### src/rtl/cmode_pkg.sv
package cmode_pkg;

    typedef enum logic [1:0] {
        MODE_STD     = 2'b00,
        MODE_C10     = 2'b01,
        MODE_C16     = 2'b10,
        MODE_STD_RET = 2'b11
    } cmode_e;

    typedef struct packed {
        cmode_e mode;
        logic   imm;
    } cmode_state_t;

    localparam cmode_state_t CMODE_RESET = '{mode: MODE_STD, imm: 1'b0};

endpackage

### src/rtl/cmode_ret_cnt.sv
// Counts accepted halfwords while a one-shot standard instruction is pending.
module cmode_ret_cnt #(
    parameter int STD_HW = 2,
    parameter int CW     = 1
) (
    input  logic clk,
    input  logic rst,
    input  logic active,
    input  logic hw_valid,
    output logic last_hw
);

    logic [CW-1:0] cnt_d, cnt_q;

    assign last_hw = (cnt_q == CW'(STD_HW - 1));

    always_comb begin
        cnt_d = cnt_q;
        if (!active) begin
            cnt_d = '0;
        end else if (hw_valid) begin
            cnt_d = last_hw ? '0 : cnt_q + 1'b1;
        end
    end

    always_ff @(posedge clk) begin
        if (rst) cnt_q <= '0;
        else     cnt_q <= cnt_d;
    end

endmodule

### src/rtl/cmode_next.sv
// Pure next-state logic of the mode controller.
module cmode_next
    import cmode_pkg::*;
(
    input  cmode_state_t cur,
    input  logic         hw_valid,
    input  logic         cmp_sel,
    input  logic         mark_hi,
    input  logic         mark_lo,
    input  logic         ret_last,
    output cmode_state_t nxt
);

    always_comb begin
        nxt      = cur;
        nxt.imm  = 1'b0;
        if (hw_valid) begin
            unique case (cur.mode)
                MODE_STD: begin
                    if (cmp_sel) nxt.mode = MODE_C10;
                end
                MODE_C10: begin
                    nxt.mode = mark_hi ? MODE_C16 : MODE_STD;
                end
                MODE_C16: begin
                    if (mark_hi) begin
                        nxt.imm = mark_lo;
                    end else begin
                        nxt.mode = mark_lo ? MODE_STD_RET : MODE_STD;
                    end
                end
                MODE_STD_RET: begin
                    if (ret_last) nxt.mode = MODE_C16;
                end
                default: nxt.mode = MODE_STD;
            endcase
        end
    end

endmodule

### src/rtl/cmode_fsm.sv
module cmode_fsm
    import cmode_pkg::*;
#(
    parameter int HW_W   = 16,
    parameter int HI_BIT = 15,
    parameter int LO_BIT = 0,
    parameter int STD_HW = 2
) (
    input  logic            clk,
    input  logic            rst,
    input  logic            hw_valid,
    input  logic [HW_W-1:0] hw_data,
    input  logic            cmp_sel,
    output logic [1:0]      mode,
    output logic            imm_flag
);

    localparam int CW = (STD_HW > 1) ? $clog2(STD_HW) : 1;

    cmode_state_t st_d, st_q;
    logic         ret_last;
    logic         mark_hi, mark_lo;

    assign mark_hi = hw_data[HI_BIT];
    assign mark_lo = hw_data[LO_BIT];

    cmode_ret_cnt #(
        .STD_HW (STD_HW),
        .CW     (CW)
    ) u_ret_cnt (
        .clk      (clk),
        .rst      (rst),
        .active   (st_q.mode == MODE_STD_RET),
        .hw_valid (hw_valid),
        .last_hw  (ret_last)
    );

    cmode_next u_next (
        .cur      (st_q),
        .hw_valid (hw_valid),
        .cmp_sel  (cmp_sel),
        .mark_hi  (mark_hi),
        .mark_lo  (mark_lo),
        .ret_last (ret_last),
        .nxt      (st_d)
    );

    always_ff @(posedge clk) begin
        if (rst) st_q <= CMODE_RESET;
        else     st_q <= st_d;
    end

    assign mode     = st_q.mode;
    assign imm_flag = st_q.imm;

endmodule

### config.mk
export PLATFORM = sky130hd
export DESIGN_NAME = cmode_fsm
export DESIGN_NICKNAME = d
export VERILOG_FILES = /design/src/rtl/cmode_pkg.sv /design/src/rtl/cmode_ret_cnt.sv /design/src/rtl/cmode_next.sv /design/src/rtl/cmode_fsm.sv
export SDC_FILE = /design/constraint.sdc
export NUM_CORES = 1
export LEC_CHECK = 0
export ABC_CLOCK_PERIOD_IN_PS = 1100
export BUFFER_PORTS_ARGS = -buffer_cell sky130_fd_sc_hd__buf_2
export CAP_MARGIN = 30
export CORE_AREA = 3 3 40 42
export DETAILED_ROUTE_END_ITERATION = 8
export DIE_AREA = 0 0 43 45
export PLACE_DENSITY = 0.42
export SLEW_MARGIN = 20
export SYNTH_ARGS = -nofsm -noshare
export SYNTH_HDL_FRONTEND = slang
export SYNTH_SLANG_ARGS = --single-unit
export TNS_END_PERCENT = 20
### constraint.sdc
create_clock -name clk -period 1.1 [get_ports clk]
set_input_delay 0.165 -clock clk [delete_from_list [all_inputs] [get_ports clk]]
set_output_delay 0.165 -clock clk [all_outputs]
set_load 0.03 [all_outputs]
-- After elaboration in Yosys (flattened, before gate mapping)
Cells that the tools add are included.
W data, S select, Z words.
- input port bits: 20
- word-level logic and storage cells: 25
- register bits: 4
- output and inout port bits: 3
- equality and inequality tests: 6
- $add $sub $neg: 1
- bitwise gates (word level): 4
- reductions and logical operators: 4
- muxes and demuxes: 7
- operator list (operator ; count):
    $mux W2 ; 5
    $pmux W2 S4 ; 1
    $ne A2 B2 Y1 const B ; 3
    $eq A2 B2 Y1 const B ; 2
    $not A1 Y1 ; 4
    $reduce_and A4 Y1 ; 1
    $reduce_or A4 Y1 ; 1
    $eq A2 B1 Y1 const B ; 1
    $logic_not A2 Y1 ; 1
    $reduce_or A2 Y1 ; 1
    $add A1 B1 Y1 const B ; 1
    $mux W1 ; 1

-- Depth between registers and ports, before layout
Gate-level depths: netlist of the first run.
- depth after elaboration: 3
- depth in mapped cells: 3
- mapped depth without buffers: 3

-- Cells and area by module
A second synthesis of the first run with hierarchy kept.
- cells, all modules: 23
- area, all modules: 193.9 sq um
- modules (own cells, without submodules) (module ; times used ; sequential area each (sq um) ; area an instance (sq um) ; cells an instance):
    cmode_fsm ; 1 ; 60.1 ; 85.1 ; 7
    cmode_next ; 1 ; 0.0 ; 67.6 ; 13
    cmode_ret_cnt ; 1 ; 20.0 ; 41.3 ; 3

-- Least setup slack after synthesis of the first run
OpenSTA, ideal clock, no wires.
- kind: flip-flop to flip-flop
- start point: register st_q (netlist bit mode[1])
- end point: register st_q (netlist bit mode[0])
- path slack: -0.104 ns
- cell stages (with the launch flop): 4
- period minus slack after synthesis: 1.204 ns
- setup time: 0.103 ns
- required time: 0.997 ns
- path buffers: 0
- arrival time: 1.101 ns
- cells stage by stage: dfxtp_1 inv_2 o211a_1 a2111oi_2
- longest elaborated chain between the ends: 3
- elaborated cells between the ends (all ways): 9
- classes of those cells: eq/ne (6); mux (1); reduce/logical (2)
- RTL lines (what ; line ; source):
    start, declared ; cmode_fsm.sv:20 ; cmode_state_t st_d, st_q;
    start signal, assigned ; cmode_fsm.sv:50 ; else st_q <= st_d;
    $eq A2 B2 Y1 or $logic_not A2 Y1 (tied branches) ; cmode_next.sv:18 ; unique case (cur.mode)
    $ne A2 B2 Y1 (no source line) ; n/a ;
    $reduce_and A4 Y1 (no source line) ; n/a ;
Parallel ways exist; a longest one is shown, timed or not.
A chain may end at the register's enable or synchronous reset.

-- Final worst setup path of the first run
- start point: register st_q (netlist bit mode[0])
- end point: output mode[0]
- RTL lines (what ; line ; source):
    end, declared ; cmode_fsm.sv:14 ; output logic [1:0] mode,
No word-level cell between the ends.

==> results of run 1 <==
==> flip-flops by register name (all words and copies together), names as in the netlist <==
register           count
imm_flag               1
u_ret_cnt.last_hw      1
mode                   2
==> layout make-up <==
type,instances,area (um^2),area share
inverters,2,7.51,0.0287
flip-flops and latches,4,81.3,0.311
multi-input cells,12,91.3,0.349
well taps,15,18.8,0.0718
clock buffers,3,22.5,0.0861
repair buffers,8,40.0,0.153
==> cell families after synthesis <==
| logic type | share of synthesized area |
|---|---|
| and+or+nand+nor | 0.211 |
| AOI/OAI and AO/OA | 0.246 |
| DFF | 0.451 |
| buffers and inverters | 0.0422 |
| xor gates and xnor gates | 0.0493 |
==> stage by stage <==
step | total power [mW] | area [um^2] | setup slack (ps) | std cells
floorplan | 0.178 | 179 | 12.0 | 18
global placement | 0.197 | 238 | 129 | 41
detailed placement | 0.199 | 238 | 104 | 41
CTS | 0.396 | 260 | 59.3 | 44
global route | 0.413 | 262 | 5.67 | 44
finish | 0.387 | 262 | 49.9 | 44
==> layer usage <==
metal	share of wire	up-vias	global-route usage
li1	-	94	-
met1	0.48	94	0.0676
met2	0.33	12	0.0689
met3	0.18	0	0.0598
met4	0	0	0.0723
met5	0	-	0
==> placed cells by master (no fill, tap or decap) <==
| cell | netlist | final |
|---|---|---|
| nor2_1 | 1 | 1 |
| dfxtp_1 | 4 | 3 |
| inv_2 | 1 | 1 |
| xnor2_1 | 1 | 1 |
| dfxtp_2 | 0 | 1 |
| clkbuf_4 | 0 | 3 |
| o211a_1 | 1 | 1 |
| nand3b_1 | 1 | 1 |
| a21oi_1 | 2 | 2 |
| inv_1 | 1 | 1 |
| a2111oi_1 | 0 | 1 |
| nor3_1 | 1 | 1 |
| nor4_1 | 1 | 1 |
| nand4_1 | 1 | 1 |
| buf_2 | 0 | 8 |
| nor4b_1 | 1 | 1 |
| a2111oi_2 | 1 | 1 |
==> Yosys cell counts <==
library cell  instances
dfxtp_1               4
xnor2_1               1
a2111oi_0             1
inv_2                 1
nor4b_1               1
nor3_1                1
nor4_1                1
nand4_1               1
o211a_1               1
a2111oi_2             1
inv_1                 1
nand3b_1              1
nor2_1                1
a21oi_1               2
==> worst max path at each step <==
stage,startpoint,endpoint,slack [ps],cells past startpoint
floorplan,mode[0],mode[1],10,2
global placement,mode[1],mode[0],130,3
detailed placement,mode[1],mode[0],100,3
CTS,mode[0],mode[0],60,1
global route,mode[0],mode[0],6,1
finish,mode[0],mode[0],50,1
==> power by group <==
part / leakage [nW] / internal [mW] / total, mW / switching (mW)
logic: 0.0601 / 0.0185 / 0.0433 / 0.0248
registers: 0.0329 / 0.149 / 0.154 / 0.00459
clock network: 0.0138 / 0.123 / 0.190 / 0.0672
total: 0.107 / 0.290 / 0.387 / 0.0966
==> out/metrics.cfg, run 1 <==
[status]
status=completed

[die]
coreArea_um2=1280
initial_utilization=0.138
io_pins=23
die_w_um=43
die-area_um2=1940
die_h_um=45
rows=13

[clock_network]
clock_path_buffers=2
clkTransAtPathRegs_ps=40
cts_buffers=3
postCtsSetupBuffers=0
clock_latency_ps=240
cts_tree=built
cts_sinks=4
cts-root-buf=clkbuf_4
cts_hold_buf=0
cts_resized=0
htreeDepth=1

[sta]
period_share=0.955
setup_viol=0
slew_violations=0
tightest_slew_ps=312
skew_ps=6.26
finalHoldViolations=0
rsz0062_at_grt=false
max_slew_margin=0.791
fin_setup_tns_ps=0
fmax_mhz=952
hold_ws_ps=153
timing.final.crit_period_ps=1050

[synthesis]
ys_ff_latch=4
synth.area.top_cells=dfxtp_1 (45%), a2111oi_2 (8.5%), a21oi_1 (5.6%), o211a_1 (5.6%), a2111oi_0 (4.9%)
synth_largest_area_cell=dfxtp_1
yosysUniqueCellTypes=14
synthesis.instances=18
yosysSeqAreaShare=0.451
syn_nets=38
syn_area_per_cell_um2=9.87
ys_warn_count=0
netlist.area_leader.share=0.451
synth_area_um2=178

[worst_hold_path]
hp-start=rst
holdPathEnd=imm_flag
hold_class=input port to register
hold_depth=2

[setup_path]
endpoint_kind=primary output
cp_cell_sequence=buf_2
cp_max_fo=6
worst-r2r-cell-count=3
crit_family=flip-flops
required_ps=940
start_kind=register
cp_num_buf_inv=1
cp_slowest_stage_delay_ps=420
crit_type=register to primary output
reg2reg_to=mode[0]
r2r_start=mode[1]
cp.arrival_ps=890
crit_slowest_cell=dfxtp_1
ff2ff_setup_slack_ps=90

[cells_and_area]
layout-drive-gt1-share=0.483
fill_cells=147
fin_util=0.204
syn2layout_area_growth_pct=47.2
fin_nets=51
diodes=0

[routing]
wirelength_um=457
antenna_left=0
drt_iter0_drc=3
drc=0
wl_per_cell_um=10.4
drt-pass1-iter-count=4
via_per_inst=4.55
num_vias=200

[global_routing]
grt.total_usage=0.0650
grt_pass1_vias=195
grt_pass1_wl_um=821
grt_max_degree=7
overflow=0
antenna_found_initial=0

[pwr]
p_leak_nw=0.107
peakVddDrop_mv=0.326
cellPowerDensity_nw_per_um2=1480

[placed_design]
dp_hpwl_um=338
gp_congestion=0.742
port_buffers=8

[job]
maxCapViolations=0

Power figures use the tool's default switching activity.
==> run 2: changes to the inputs <==
- ABC_CLOCK_PERIOD_IN_PS: 1100 -> 1200
- clock period: 1.1 -> 1.2 ns (I/O delays scaled with it)
==> out/metrics.cfg, run 2 (synthesized netlist as in run 1, its figures left out) <==
[sta]
fmax_mhz=942
slew_violations=0  ; unchanged
skew_ps=7.75  ; +1.49 ps
tightest_slew_ps=348  ; +36.2 ps
timing.final.crit_period_ps=1060
setup_viol=0  ; unchanged
rsz0062_at_grt=false
fin_setup_tns_ps=0  ; unchanged
period_share=0.884
finalHoldViolations=0  ; unchanged
max_slew_margin=0.762  ; -0.0296

[clock_network]
clkTransAtPathRegs_ps=50  ; about the same
cts_resized=0  ; unchanged
cts_buffers=3  ; unchanged
cts_hold_buf=0  ; unchanged
htreeDepth=1  ; unchanged
cts-root-buf=clkbuf_4
postCtsSetupBuffers=0  ; unchanged
clock_path_buffers=2  ; unchanged
cts_tree=built
cts_sinks=4  ; unchanged
clock_latency_ps=240  ; about the same

[setup_path]
ff2ff_setup_slack_ps=190  ; +100 ps
start_kind=register
r2r_start=mode[0]
cp_num_buf_inv=1  ; unchanged
endpoint_kind=primary output
crit_family=flip-flops
cp_max_fo=6  ; unchanged
cp_cell_sequence=buf_2
cp-startpoint=mode[0]
crit_slowest_cell=dfxtp_1
cp_slowest_stage_delay_ps=410  ; about the same
crit_type=register to primary output
cp.arrival_ps=880  ; about the same
required_ps=1020  ; +80 ps

[routing]
via_per_inst=4.41  ; -3.0%
drt_iter0_drc=3  ; unchanged
num_vias=194  ; -3.0%
drt-pass1-iter-count=4  ; unchanged
drc=0  ; unchanged
antenna_left=0  ; unchanged
wl_per_cell_um=10.5  ; +0.66%
wirelength_um=460  ; +0.66%

[cells_and_area]
fin_util=0.203  ; -0.000973
largest_reg_flops=2  ; unchanged
layout-drive-gt1-share=0.483  ; unchanged
final_common_cell=buf_2
syn2layout_area_growth_pct=46.5
fill_cells=146  ; -0.68%
diodes=0  ; unchanged
layout_common_cells=buf_2 (8), clkbuf_4 (3), dfxtp_1 (3), a21oi_1 (2)
fin_nets=51  ; unchanged
stdcell_area_um2=260  ; -0.48%

[job]
maxCapViolations=0  ; unchanged

[global_routing]
grt_pass1_vias=195  ; unchanged
grt_max_degree=7  ; unchanged
grt.total_usage=0.0650  ; unchanged
grt_use_met1=0.0676  ; unchanged
busiest_layer=met4
grt_pass1_wl_um=821  ; unchanged
antenna_found_initial=0  ; unchanged
overflow=0  ; unchanged
grtUsageMet2=0.0689  ; unchanged
grt_util_met3=0.0598  ; unchanged

[die]
die_w_um=43  ; unchanged
rows=13  ; unchanged
die-area_um2=1940  ; unchanged
io_pins=23  ; unchanged
initial_utilization=0.138  ; unchanged
die_h_um=45  ; unchanged
coreArea_um2=1280  ; unchanged

[placed_design]
gp_congestion=0.742  ; unchanged
dpl_cell_area_um2=238  ; unchanged
port_buffers=8  ; unchanged
dp_hpwl_um=338  ; unchanged

[pwr]
peakVddDrop_mv=0.298  ; -8.6%
p_leak_nw=0.107  ; about the same
cellPowerDensity_nw_per_um2=1370  ; -7.7%

[status]
status=completed

[worst_hold_path]
hold_class=input port to register
hp-start=rst

run 2: changes by cell type in the layout (fill, tap and decap cells not counted):
cell | previous run | this run
a2111oi_0 | 0 | 1
a2111oi_1 | 1 | 0
run 2: layer usage:
layer,vias to the layer above,wire length (um)
met3,0,76
met4,0,0
li1,94,-
met5,-,0
met1,91,227
met2,9,156
run 2: final cells by class:
class	count	area [um^2]	share of cell area
Clock buffer	3	22.5	0.0865
Inverter	2	7.51	0.0288
Multi-Input combinational cell	12	90.1	0.346
Sequential cell	4	81.3	0.312
Tap cell	15	18.8	0.0721
Timing Repair Buffer	8	40.0	0.154
run 2: path summary, 6_finish.rpt:
kind	to	cells past startpoint
hold / removal	imm_flag	2
hold reg to reg	imm_flag	2
setup reg to reg	mode[1]	2
setup / recovery	mode[0]	1
run 2: where the power goes:
group / total [mW] / switching, mW / internal [mW]
sequential: 0.141 / 0.00414 / 0.137
clock: 0.175 / 0.0629 / 0.112
combinational: 0.0393 / 0.0225 / 0.0168
run 2: per-stage QoR:
| stage | total power, mW | cells | setup slack [ps] | hold slack [ps] |
|---|---|---|---|---|
| after floorplan | 0.163 | 18 | 112 | 257 |
| after global placement | 0.180 | 41 | 229 | 406 |
| after detailed placement | 0.182 | 41 | 204 | 416 |
| after CTS | 0.363 | 44 | 144 | 163 |
| after global routing | 0.378 | 44 | 63.6 | 175 |
| final | 0.355 | 44 | 139 | 166 |
